===== src/rtl/ls_addr_gen.sv =====
`timescale 1ns/1ps
module ls_addr_gen #(
  parameter int AW = 32,
  parameter int OFFW = 12,
  parameter int SELW = 4,
  parameter int SHW = 5,
  parameter int PC_AHEAD = 8
) (
  input  logic            clk,
  input  logic            rst_n,
  input  logic            req,
  input  logic            cond_ok,
  input  logic            pre_idx,
  input  logic            wb_en,
  input  logic            use_reg,
  input  logic            up,
  input  logic [SELW-1:0] base_sel,
  input  logic [AW-1:0]   base_val,
  input  logic [AW-1:0]   pc_val,
  input  logic [OFFW-1:0] imm,
  input  logic [AW-1:0]   idx_val,
  input  logic [SHW-1:0]  shamt,
  output logic            out_valid,
  output logic            acc_en,
  output logic [AW-1:0]   ea,
  output logic            wb_strobe,
  output logic [AW-1:0]   wb_data,
  output logic [SELW-1:0] wb_sel
);
  localparam logic [SELW-1:0] PC_SEL = '1;

  logic          is_pc;
  logic [AW-1:0] base_eff, offset, moved;
  logic          wants_wb;

  assign is_pc    = (base_sel == PC_SEL);
  assign base_eff = is_pc ? pc_val + AW'(PC_AHEAD) : base_val;
  assign offset   = use_reg ? (idx_val << shamt) : AW'(imm);
  assign moved    = up ? base_eff + offset : base_eff - offset;
  assign wants_wb = !pre_idx || wb_en;

  always_ff @(posedge clk) begin
    if (!rst_n) begin
      out_valid <= 1'b0;
      acc_en    <= 1'b0;
      wb_strobe <= 1'b0;
      ea        <= '0;
      wb_data   <= '0;
      wb_sel    <= '0;
    end else begin
      out_valid <= req;
      acc_en    <= req && cond_ok;
      wb_strobe <= req && cond_ok && wants_wb && !is_pc;
      if (req) begin
        ea      <= pre_idx ? moved : base_eff;
        wb_data <= moved;
        wb_sel  <= base_sel;
      end
    end
  end
endmodule



===== config.mk =====
export PLATFORM = sky130hd
export DESIGN_NAME = ls_addr_gen
export DESIGN_NICKNAME = d
export VERILOG_FILES = /design/src/rtl/ls_addr_gen.sv
export SDC_FILE = /design/constraint.sdc
export NUM_CORES = 1
export LEC_CHECK = 0
export BUFFER_PORTS_ARGS = -buffer_cell sky130_fd_sc_hd__buf_2
export CAP_MARGIN = 20
export CORE_ASPECT_RATIO = 1.25
export CORE_MARGIN = 2
export CORE_UTILIZATION = 56
export DETAILED_ROUTE_END_ITERATION = 16
export GPL_ROUTABILITY_DRIVEN = 0
export PLACE_DENSITY_LB_ADDON = 0.3
export SLEW_MARGIN = 20
export SYNTH_ARGS = -nofsm -noshare
export SYNTH_HDL_FRONTEND = slang
export SYNTH_SLANG_ARGS = --single-unit

===== constraint.sdc =====
create_clock -name clk -period 7.5 [get_ports clk]
set_input_delay 1.125 -clock clk [delete_from_list [all_inputs] [get_ports clk]]
set_output_delay 1.125 -clock clk [all_outputs]
set_load 0.005 [all_outputs]

# Word-level counts from Yosys, hierarchy flattened

Index checks and enable logic that the tools add are counted.

$mul: 0
Div/mod/pow operators: 0
Reduce and logical (&&, ||, !) cells: 6
Order comparisons: 0
$add $sub $neg: 3
Shifts and indexed selects: 1
Bitwise logic cells: 0
Eq/ne operators: 1
Multiplexer cells: 4

Operators by type and width:

| operator                | count |
|---|---|
| $mux W32                | 4 |
| $add A32 B32 Y32        | 1 |
| $add A32 B4 Y32 const B | 1 |
| $shl A32 B5 Y32         | 1 |
| $sub A32 B32 Y32        | 1 |
| $eq A4 B4 Y1 const B    | 1 |
| $logic_and A1 B1 Y1     | 3 |
| $logic_not A1 Y1        | 2 |
| $logic_or A1 B1 Y1      | 1 |

Logic and storage cells: 21
Input port bits: 125
Bits in writable memories: 0
Latch bits: 0
Output and inout bits: 71
Memory bits (read-only): 0
Register bits after elaboration: 71
Memories kept: 0

# Longest topological paths before layout

Word-level depth: 5
Gate-level depth with buffers: 25
Depth with buffers taken out: 21

# Worst setup path after synthesis

No wires, ideal clock.

Path type: in2reg
Start: in shamt[0]
End: reg ea[31]
Library setup time: 115 ps
Required time: 7,385 ps
Arrival: 5,858 ps
Stages: 23
Buffers on the path: 4
Slack: 1,527 ps
Path through: buf_6 -> buf_6 -> buf_6 -> mux2i_1 -> o22ai_1 -> a221o_1 -> a221oi_2 -> nand3_2 -> nor4b_4 -> buf_2 -> a41o_1 -> xor2_1 -> ha_1 -> and2_0 -> nand2_1 -> nor3_1 -> o211ai_2 -> nand2_1 -> o221ai_2 -> or4_4 -> and4b_1 -> mux2_4 -> o21a_1

Word-level cells in the longest chain between the ends: 5
Elaborated cells on any way between the ends: 6
Classes of those cells: 2 x add/sub; 1 x shift; 3 x mux

RTL lines:

| what                                                        | RTL line | RTL |
|---|---|---|
| start, declared                                             | 22       | `input logic [SHW-1:0] shamt,` |
| $shl A32 B5 Y32 (*)                                         | 38       | `assign offset = use_reg ? (idx_val << shamt) : AW'(imm);` |
| $mux W32 (*)                                                | 38       |  |
| $sub A32 B32 Y32 / $add A32 B32 Y32 (equally long branches) | 39       | `assign moved = up ? base_eff + offset : base_eff - offset;` |
| $mux W32 (*)                                                | 39       |  |
| $mux W32 (*)                                                | 55       | `ea <= pre_idx ? moved : base_eff;` |
| end signal, assigned                                        | 55       |  |
| end, declared                                               | 25       | `output logic [AW-1:0] ea,` |

Every way passes the cells marked *; elsewhere a longest branch is shown, timed or not.
A chain may end at the register's enable or synchronous reset.

# Worst setup path in the final report

Ends and elaborated chain as after synthesis.

==> results.json <==
{
  "worst_slew_pin_slew_ps": 991.6,
  "design.portCount": 196,
  "power.total_mw": 1.690,
  "syn_avg_cell_area_um2": 8.036,
  "drive_above_1_share_pct": 24.75,
  "multiInputGateArea_um2": 6459,
  "synth_edf_count": 0,
  "finalCritPeriodShare_pct": 84.79,
  "status": "complete, no violations",
  "viasPerCell": 6.383,
  "fin_nets": 1332,
  "async_flop_share_pct": 0,
  "setup_viol": 0,
  "dp_hpwl_mm": 19.52,
  "leakage_nw": 4.302,
  "most-common-layout-cells": "194 x buf_2, 97 x nor2_1, 94 x nand2_1",
  "worstSetupPathType": "in2reg",
  "synth-compound-area-share_pct": 23.23,
  "p_per_area_nw_per_um2": 177.2,
  "cap_viol_max_count": 0,
  "cts.path.max_buffers": 2,
  "clock_sinks": 71,
  "postCtsHoldBufs": 0,
  "grt_usage_pct": 30.74,
  "synth_top_family_by_area": "compound AO/OA/AOI/OAI gates",
  "start_kind": "input pin",
  "dieArea_um2": 15730,
  "synth_area_um2": 8253,
  "cts.htree.levels": 3,
  "postCtsSetupRepairBufs": 0,
  "wl_per_cell_um": 18.34,
  "area_growth_pct": 15.57,
  "synth_ff_type": "dfxtp_1",
  "utilization_pct": 66.20,
  "crit_arrival_ps": 6580,
  "ys_seq_area_share_pct": 17.22,
  "grt_pass1_vias": 7975,
  "core_um2": 14410,
  "grt_pass1_wl_mm": 40.05,
  "clock_latency_ps": 320,
  "synth-seq-cells": 71,
  "antenna_found_initial": 0,
  "vias": 8675,
  "dr.pass1.iters": 5,
  "drtIter0Drc": 695,
  "path_max_fanout": 28,
  "ir_drop_mv": 0.2103,
  "synthMuxAreaShare_pct": 20.76,
  "cts_tree": "done",
  "grt_max_degree": 107,
  "syn-instance-count": 1027,
  "syn-num-nets": 1184,
  "crit_path_max_incr_delay_ps": 570,
  "die_x_um": 112.6,
  "cp_slowest_cell": "or4_4",
  "finalMaxSlewViolations": 0,
  "die_h_um": 139.7,
  "cts_root_buffer": "clkbuf_16",
  "yosys.area_share.simple_pct": 20.42,
  "hold_path.class": "reg2reg",
  "yosys.area.top_type_share_pct": 17.22,
  "start_util_pct": 57.28,
  "layout_commonest_cell": "buf_2",
  "setup-tns-final_ps": 0,
  "crit_chain": "buf_2 -> mux2_2 -> mux2i_1 -> a21oi_1 -> a221oi_2 -> nand3_2 -> nor4b_4 -> buf_4 -> a31oi_1 -> xnor2_1 -> ha_1 -> and2_0 -> nand2_1 -> nor3_1 -> o211ai_2 -> nand2_1 -> o221ai_2 -> or4_4 -> and4b_1 -> mux2_4 -> o21a_1",
  "synthAdderAreaFrac_pct": 4.942,
  "finClkSkew_ps": 0,
  "fillerInstances": 1245,
  "routed_wl_mm": 24.93,
  "relSlewSlack_pct": 33.89,
  "synth_warnings": 0,
  "ctsResizeCount": 0,
  "antenna_left": 0,
  "hold_slack_ps": 455.2,
  "ff_latch_area_um2": 1421,
  "synth_area_leaders": "dfxtp_1 17%, mux2i_1 9.6%, mux4_2 8.5%",
  "worstSetupEndpointType": "flip-flop",
  "num_rows": 49,
  "clkTransAtPathRegs_ps": 50,
  "rsz0062_at_grt": "false",
  "cp_common_cell": "nand2_1",
  "cts_made_buffers": 9,
  "critPathRequiredTime_ps": 7720,
  "grt-ovfl-total": 0,
  "fmax_mhz": 157.2,
  "yosys.area.top_type": "dfxtp_1",
  "fin_crit_ps": 6359,
  "synth-xor-area-share_pct": 8.914,
  "post-route-drc-count": 0,
  "portBuffers": 195,
  "hold_viol_final": 0,
  "yosys.cell_types.count": 83
}
==> critical path: cells and delay by family <==
kind                       cells  cell delay [ps]
and+or+nand+nor                8             2000
AOI/OAI and AO/OA              6             1180
muxes                          3              960
buffers and inverters          2              740
adders and majority gates      1              380
xor gates and xnor gates       1              160
==> area by class of cell <==
type                    instances  share of cell area [%]
multi-input cells             871                   67.72
diodes                          1                 0.02624
clock buffers                  14                   2.768
inverters                      18                  0.7084
clock inverters                 2                  0.4067
well taps                     178                   2.335
flip-flops and latches         71                   14.90
repair buffers                204                   11.14
==> registers in the layout, indices dropped and copies added (netlist names) <==
register	cells
ea	32
wb_data	32
wb_sel	4
acc_en	1
out_valid	1
wb_strobe	1
==> synth_stat cells (22+ instances only) <==
master and instances:
clkbuf_1 42, mux4_2 31, nand3_1 31, dfxtp_1 71, xor2_1 35, ha_1 31
o21ai_0 69, a211oi_1 22, nand2_1 94, mux2i_1 79, nor2_1 97, a21oi_1 74
xnor2_1 49
==> final timing paths <==
kind	from	to	slack (ps)	cells past startpoint
setup / recovery	shamt[0]	ea[31]$_SDFFE_PN0P_	1140	21
hold / removal	wb_data[30]$_SDFFE_PN0P_	wb_data[30]$_SDFFE_PN0P_	460	2
setup reg to reg	ea[24]$_SDFFE_PN0P_	ea[24]$_SDFFE_PN0P_	6560	2
hold reg to reg	wb_data[30]$_SDFFE_PN0P_	wb_data[30]$_SDFFE_PN0P_	460	2
==> through the flow <==
stage / worst slack, ps / cells / cell area (µm²)
after floorplan: 1527 / 1027 / 8253
after global placement: 1008 / 1342 / 9229
after detailed placement: 921.1 / 1342 / 9229
after CTS: 1228 / 1358 / 9532
after global routing: 687.1 / 1358 / 9535
final: 1141 / 1359 / 9538
==> routing by layer <==
layer | wire length (µm) | GRT usage [%] | vias up
met1 | 10220 | 40.02 | 4069
met4 | 949 | 12.32 | 0
met3 | 1738 | 4.007 | 73
met2 | 12020 | 51.37 | 408
met5 | 0 | 0 | -
li1 | - | - | 4125
==> power by group <==
| group | internal, mW | switching [mW] |
|---|---|---|
| Sequential | 0.430 | 0.0276 |
| Combinational | 0.347 | 0.459 |
| Clock | 0.276 | 0.150 |
==> cell families after synthesis <==
family / Yosys count
multiplexers: 129
AND/OR/NAND/NOR: 333
flip-flops: 71
AO/OA/AOI/OAI: 293
buffers and inverters: 85
adder cells (fa/ha/maj): 32
XOR/XNOR: 84
Note: power is estimated with default switching activity, not from simulation.
